==> src/rtl/spi_cmd_pkg.sv <==
package spi_cmd_pkg;
  localparam int TX_BYTES_MAX = 5;
  localparam int RX_BYTES_MAX = 3;
  localparam int FRAME_W      = 8 * TX_BYTES_MAX;
  localparam int RXSR_W       = 8 * RX_BYTES_MAX;
  localparam int NBITS_W      = 7;

  localparam logic [3:0] NIB_GO_SLOW = 4'h4;
  localparam logic [3:0] NIB_GO_FAST = 4'h5;
  localparam logic [7:0] CTL_MAP_SLOW = 8'h20;
  localparam logic [7:0] CTL_MAP_FAST = 8'h30;
  localparam logic [7:0] CTL_MAP_OFF  = 8'h00;

  typedef enum logic [1:0] {ST_IDLE, ST_SHIFT, ST_DONE} eng_state_t;

  function automatic logic [3:0] wlen_bytes(input logic [1:0] code);
    case (code)
      2'd0: return 4'd1;
      2'd1: return 4'd2;
      2'd2: return 4'd4;
      default: return 4'd5;
    endcase
  endfunction
endpackage

==> src/rtl/spi_regfile.sv <==
module spi_regfile
  import spi_cmd_pkg::*;
(
  input  logic               clk,
  input  logic               rst_n,
  input  logic               we,
  input  logic [2:0]         addr,
  input  logic [7:0]         wdata,
  input  logic               busy,
  input  logic               rx_valid,
  input  logic [RXSR_W-1:0]  rx_data,
  output logic [7:0]         rdata,
  output logic               start,
  output logic [FRAME_W-1:0] frame,
  output logic [NBITS_W-1:0] nbits,
  output logic               spd_fast,
  output logic               mmap_on,
  output logic               mmap_fast
);
  logic [7:0] regs_q [0:7];
  logic [1:0] rcnt_q;
  logic       ctrl_wr;
  logic [3:0] nbytes;

  assign ctrl_wr = we && !busy && (addr == 3'd0);
  assign start   = ctrl_wr && ((wdata[7:4] == NIB_GO_SLOW) || (wdata[7:4] == NIB_GO_FAST));
  assign nbytes  = wlen_bytes(wdata[1:0]) + {2'b00, wdata[3:2]};
  assign nbits   = {nbytes, 3'b000};

  // Wire image of the command, left aligned; address bytes leave high offset first.
  always_comb begin
    case (wdata[1:0])
      2'd0:    frame = {regs_q[1], 32'h0};
      2'd1:    frame = {regs_q[1], regs_q[7], 24'h0};
      2'd2:    frame = {regs_q[1], regs_q[4], regs_q[3], regs_q[2], 8'h0};
      default: frame = {regs_q[1], regs_q[4], regs_q[3], regs_q[2], regs_q[7]};
    endcase
  end

  assign rdata = (addr == 3'd0) ? {busy, mmap_on, 6'b0} : regs_q[addr];

  always_ff @(posedge clk) begin
    if (!rst_n) begin
      for (int i = 0; i < 8; i++) regs_q[i] <= 8'h00;
      rcnt_q    <= 2'd0;
      spd_fast  <= 1'b0;
      mmap_on   <= 1'b0;
      mmap_fast <= 1'b0;
    end else begin
      if (we && !busy && (addr != 3'd0)) regs_q[addr] <= wdata;
      if (start) begin
        spd_fast <= (wdata[7:4] == NIB_GO_FAST);
        rcnt_q   <= wdata[3:2];
      end else if (ctrl_wr) begin
        if (wdata == CTL_MAP_SLOW) begin
          mmap_on <= 1'b1; mmap_fast <= 1'b0;
        end else if (wdata == CTL_MAP_FAST) begin
          mmap_on <= 1'b1; mmap_fast <= 1'b1;
        end else if (wdata == CTL_MAP_OFF) begin
          mmap_on <= 1'b0;
        end
      end
      // The earliest byte received sits highest in the shift register.
      if (rx_valid) begin
        for (int j = 0; j < RX_BYTES_MAX; j++) begin
          if (j < int'(rcnt_q))
            regs_q[5+j] <= rx_data[8*(int'(rcnt_q)-1-j) +: 8];
        end
      end
    end
  end
endmodule

==> src/rtl/spi_tick_gen.sv <==
module spi_tick_gen #(
  parameter int DIV_SLOW = 4,
  parameter int DIV_FAST = 2
) (
  input  logic clk,
  input  logic rst_n,
  input  logic en,
  input  logic fast,
  output logic tick
);
  localparam int DIV_MAX = (DIV_SLOW > DIV_FAST) ? DIV_SLOW : DIV_FAST;
  localparam int CW      = $clog2(DIV_MAX + 1);
  localparam logic [CW-1:0] LIM_SLOW = CW'(DIV_SLOW - 1);
  localparam logic [CW-1:0] LIM_FAST = CW'(DIV_FAST - 1);

  logic [CW-1:0] cnt_q;
  logic [CW-1:0] limit;

  assign limit = fast ? LIM_FAST : LIM_SLOW;
  assign tick  = en && (cnt_q == limit);

  always_ff @(posedge clk) begin
    if (!rst_n || !en) cnt_q <= '0;
    else if (tick)     cnt_q <= '0;
    else               cnt_q <= cnt_q + 1'b1;
  end
endmodule

==> src/rtl/spi_shift_ctrl.sv <==
module spi_shift_ctrl
  import spi_cmd_pkg::*;
(
  input  logic               clk,
  input  logic               rst_n,
  input  logic               start,
  input  logic [FRAME_W-1:0] frame,
  input  logic [NBITS_W-1:0] nbits,
  input  logic               tick,
  input  logic               miso,
  output logic               cs_n,
  output logic               sck,
  output logic               mosi,
  output logic               busy,
  output logic               shifting,
  output logic               rx_valid,
  output logic [RXSR_W-1:0]  rx_data
);
  eng_state_t           state_q;
  logic [FRAME_W-1:0]   tx_q;
  logic [NBITS_W-2:0]   left_q;

  assign busy     = (state_q != ST_IDLE);
  assign shifting = (state_q == ST_SHIFT);
  assign mosi     = tx_q[FRAME_W-1];

  always_ff @(posedge clk) begin
    if (!rst_n) begin
      state_q  <= ST_IDLE;
      cs_n     <= 1'b1;
      sck      <= 1'b0;
      tx_q     <= '0;
      left_q   <= '0;
      rx_data  <= '0;
      rx_valid <= 1'b0;
    end else begin
      rx_valid <= 1'b0;
      case (state_q)
        ST_IDLE: if (start) begin
          state_q <= ST_SHIFT;
          cs_n    <= 1'b0;
          sck     <= 1'b0;
          tx_q    <= frame;
          left_q  <= (NBITS_W-1)'(nbits - 1'b1);
        end
        ST_SHIFT: if (tick) begin
          if (!sck) begin
            sck     <= 1'b1;
            rx_data <= {rx_data[RXSR_W-2:0], miso};
          end else begin
            sck <= 1'b0;
            if (left_q == '0) begin
              cs_n     <= 1'b1;
              state_q  <= ST_DONE;
              rx_valid <= 1'b1;
            end else begin
              tx_q   <= tx_q << 1;
              left_q <= left_q - 1'b1;
            end
          end
        end
        default: state_q <= ST_IDLE;
      endcase
    end
  end
endmodule

==> src/rtl/spi_cmd_engine.sv <==
module spi_cmd_engine
  import spi_cmd_pkg::*;
#(
  parameter int DIV_SLOW = 4,
  parameter int DIV_FAST = 2
) (
  input  logic       clk,
  input  logic       rst_n,
  input  logic       reg_we,
  input  logic [2:0] reg_addr,
  input  logic [7:0] reg_wdata,
  output logic [7:0] reg_rdata,
  output logic       mmap_on,
  output logic       mmap_fast,
  output logic       spi_cs_n,
  output logic       spi_sck,
  output logic       spi_mosi,
  input  logic       spi_miso
);
  logic               busy;
  logic               start;
  logic               shifting;
  logic               tick;
  logic               spd_fast;
  logic               rx_valid;
  logic [RXSR_W-1:0]  rx_data;
  logic [FRAME_W-1:0] frame;
  logic [NBITS_W-1:0] nbits;

  spi_regfile u_regs (
    .clk(clk), .rst_n(rst_n), .we(reg_we), .addr(reg_addr), .wdata(reg_wdata),
    .busy(busy), .rx_valid(rx_valid), .rx_data(rx_data), .rdata(reg_rdata),
    .start(start), .frame(frame), .nbits(nbits), .spd_fast(spd_fast),
    .mmap_on(mmap_on), .mmap_fast(mmap_fast)
  );

  spi_tick_gen #(.DIV_SLOW(DIV_SLOW), .DIV_FAST(DIV_FAST)) u_tick (
    .clk(clk), .rst_n(rst_n), .en(shifting), .fast(spd_fast), .tick(tick)
  );

  spi_shift_ctrl u_shift (
    .clk(clk), .rst_n(rst_n), .start(start), .frame(frame), .nbits(nbits),
    .tick(tick), .miso(spi_miso), .cs_n(spi_cs_n), .sck(spi_sck), .mosi(spi_mosi),
    .busy(busy), .shifting(shifting), .rx_valid(rx_valid), .rx_data(rx_data)
  );
endmodule

==> config.mk <==
export PLATFORM = sky130hd
export DESIGN_NAME = spi_cmd_engine
export DESIGN_NICKNAME = d
export VERILOG_FILES = /design/src/rtl/spi_cmd_pkg.sv /design/src/rtl/spi_regfile.sv /design/src/rtl/spi_tick_gen.sv /design/src/rtl/spi_shift_ctrl.sv /design/src/rtl/spi_cmd_engine.sv
export SDC_FILE = /design/constraint.sdc
export NUM_CORES = 1
export LEC_CHECK = 0
export CORE_MARGIN = 2
export CORE_UTILIZATION = 45
export DETAILED_ROUTE_END_ITERATION = 6
export GPL_ROUTABILITY_DRIVEN = 0
export GPL_TIMING_DRIVEN = 0
export PLACE_DENSITY = 0.67
export SYNTH_ARGS = -nofsm -noshare
export SYNTH_HDL_FRONTEND = slang
export SYNTH_SLANG_ARGS = --single-unit
==> constraint.sdc <==
create_clock -name clk -period 4.69 [get_ports clk]
set_input_delay 0.938 -clock clk [delete_from_list [all_inputs] [get_ports clk]]
set_output_delay 0.938 -clock clk [all_outputs]
set_load 0.02 [all_outputs]
==> metrics.yaml <==
setup_path:
  critPathArrivalTime_ps: 3480
  cp_max_fo: 10
  crit_path_start_kind: "input pin"
  r2r_end: "u_regs.regs_q[7][7]"
  crit_type: "in2out"
  setup.worst_path.end_class: "output port"
  reg2reg_setup_slack_ps: 1790
  worstPathRequired_ps: 3750
  reg2reg_depth: 9
  reg2reg_from: "u_regs.rcnt_q[0]"
global_routing:
  antenna_found_initial: 0
  grt_pass1_vias: 5828
  overflow: 0
  grt_pass1_wl_um: 33200
  grt_max_degree: 17
  grt_usage_pct: 24.5
detailed_routing:
  wl_per_cell_um: 20.2
  firstDrtPassIters: 7
  routed-via-count: 6194
  drc: 0
  wl_um: 21200
  ant_nets: 0
  routed_via_density: 5.90
  drtIter0Drc: 658
logic_synthesis:
  syn_area_per_cell_um2: 9.69
  syn_area_um2: 7510
  synth_nets: 805
  synthFlopType: "dfxtp_1"
  ys_types: 63
  ys_async_sr_fraction_pct: 0
  yosysWarnings: 0
  synth-seq-cells: 139
  synth-edff-count: 56
  synth_seq_area_share_pct: 44.5
  netlist_instances: 775
layout:
  final_cell_mix: "115 x nand2_1, 83 x dfxtp_1, 72 x mux2i_1"
  diodes: 0
  final_nets: 847
  layout.cells.non_filler: 1050
  final_common_cell: "nand2_1"
  fin_area_um2: 8560
  final_util_pct: 52.0
  syn_to_final_growth_pct: 13.9
  drive_gt1_share_pct: 9.52
min_path:
  hold_path_end: "u_shift.tx_q[22]"
  min_path_cells: 2
  min_from: "u_shift.tx_q[22]"
  hp-class: "reg2reg"
floorplanning:
  dieArea_um2: 17700
  core_area_um2: 16500
  fp.dieW_um: 133
  rows: 47
  die_h_um: 133
  ios: 28
  start_util_pct: 45.6
timing:
  slew_headroom_pct: 42.4
  slew_violations: 0
  timing.final.hold_violations: 0
  max_slew.worst_pin.slew_ps: 863
  period_share_pct: 94.3
  tns_ps: 0
  finClkSkew_ps: 7.87
  setup_viol: 0
  max_freq_mhz: 226
  finalCriticalPeriod_ps: 4420
  rsz0062_at_grt: "no"
power:
  power.leakage_nw: 3.24
  peakVddDrop_v: 0.000258
  p_per_area_nw_per_um2: 322
clocking:
  cts_buffer_depth: 2
  cts_resized: 0
  clk_latency_ps: 430
  cts_tree: "yes"
  cts_root_buf: "clkbuf_16"
  cts_num_sinks: 139
  path_clk_slew_ps: 60
  numCtsBuffers: 17
  cts_max_level: 4
  cts_hold_buf: 0
  post_cts_buffers: 0
placement:
  post-place-cells: 1018
  dpl.hpwl_um: 15500
  place.port_buffers: 23
  placed_area_um2: 8020
status:
  status: "complete, no violations"
flow_run:
  cap_violations: 0
## per-stage QoR
stage / setup slack [ps] / hold slack [ps] / power [W]
after global routing: 127 / 478 / 0.00284
after global placement: 224 / 446 / 0.00153
after detailed placement: 197 / 455 / 0.00154
after floorplan: 1440 / 430 / 0.00145
after CTS: 185 / 465 / 0.00277
final: 269 / 462 / 0.00276
## final cells by class
class / instances / area [µm²]
tap: 220 / 275
multi-input combinational: 550 / 3790
sequential: 139 / 3340
inverter: 20 / 75.1
clock inverter: 12 / 91.3
clock buffer: 20 / 448
timing repair buffer: 23 / 230
buffer: 66 / 305
fill: 1585 / 7910
## metal layers
metal  GRT usage, %  share of wire (%)  up-vias
li1               -                  -     2912
met3           5.29                6.9       39
met4           9.69                2.9        0
met2           38.6                 46      237
met5              0                  0        -
met1           33.2                 44     3006
## report_power, final
| group | switching, W | internal (W) |
|---|---|---|
| clock | 0.000547 | 0.000697 |
| combinational | 0.000133 | 0.0000780 |
| sequential | 0.0000230 | 0.00128 |
| total | 0.000702 | 0.00206 |
## cells in the mapped netlist, types with 4 or more instances
library cell,n,share of area (%)
and2_1,9,0.75
buf_2,12,0.80
o211a_1,8,1.1
buf_6,4,0.60
a22o_1,16,1.9
o2111ai_1,8,0.93
and3_1,13,1.1
nor4_1,4,0.33
a21o_1,23,2.3
ha_1,14,2.3
nor2_1,57,2.8
nand2b_1,9,0.75
a21oi_1,18,1.2
a221o_1,8,1.1
a22oi_1,13,1.3
nor2b_1,6,0.50
mux2_2,13,1.9
edfxtp_1,56,22
o21ai_0,12,0.80
nor3_1,8,0.53
buf_1,10,0.50
mux2i_1,72,9.6
dfxtp_1,83,22
o211ai_1,8,0.80
nor3b_1,4,0.40
o2bb2ai_1,16,1.9
a32o_1,4,0.53
nand3_1,40,2.7
mux4_2,4,1.2
nand2_1,115,5.7
o22ai_1,4,0.33
inv_1,20,1.0
clkbuf_1,37,1.8
a211oi_1,4,0.40
## registers in the layout, summed over array words and instances (netlist names)
name	count
u_shift.left_q	6
u_regs.rcnt_q	2
u_shift.sck	1
u_regs.regs_q	56
u_regs.mmap_on	1
u_shift.rx_data	24
u_regs.spd_fast	1
u_shift.state_q	2
u_tick.cnt_q	3
u_shift.tx_q	40
u_regs.mmap_fast	1
u_shift.rx_valid	1
u_shift.cs_n	1
## worst max-delay path by stage
stage | start | endpoint | slack [ps] | cells past startpoint
after floorplan | reg_addr[2] | reg_rdata[6] | 1440 | 5
after global placement | reg_addr[0] | reg_rdata[5] | 220 | 7
after detailed placement | reg_addr[0] | reg_rdata[4] | 200 | 7
after CTS | reg_addr[0] | reg_rdata[5] | 180 | 7
after global routing | reg_addr[0] | reg_rdata[3] | 130 | 7
final | reg_addr[0] | reg_rdata[3] | 270 | 7
## logic make-up after synthesis
family	synth area share (%)
flip-flops	44.5
AO/OA/AOI/OAI	16.6
AND/OR/NAND/NOR	17.9
buffers and inverters	5.05
XOR/XNOR	0.583
multiplexers	12.7
adder cells (fa/ha/maj)	2.60
## worst max-delay path: stages
cell             delay, ps
clkdlybuf4s50_1        590
clkbuf_2               280
buf_2                  290
buf_1                  460
a22oi_1                200
nand2_1                110
clkdlybuf4s50_1        600
Note: power is estimated with default switching activity, not from simulation.
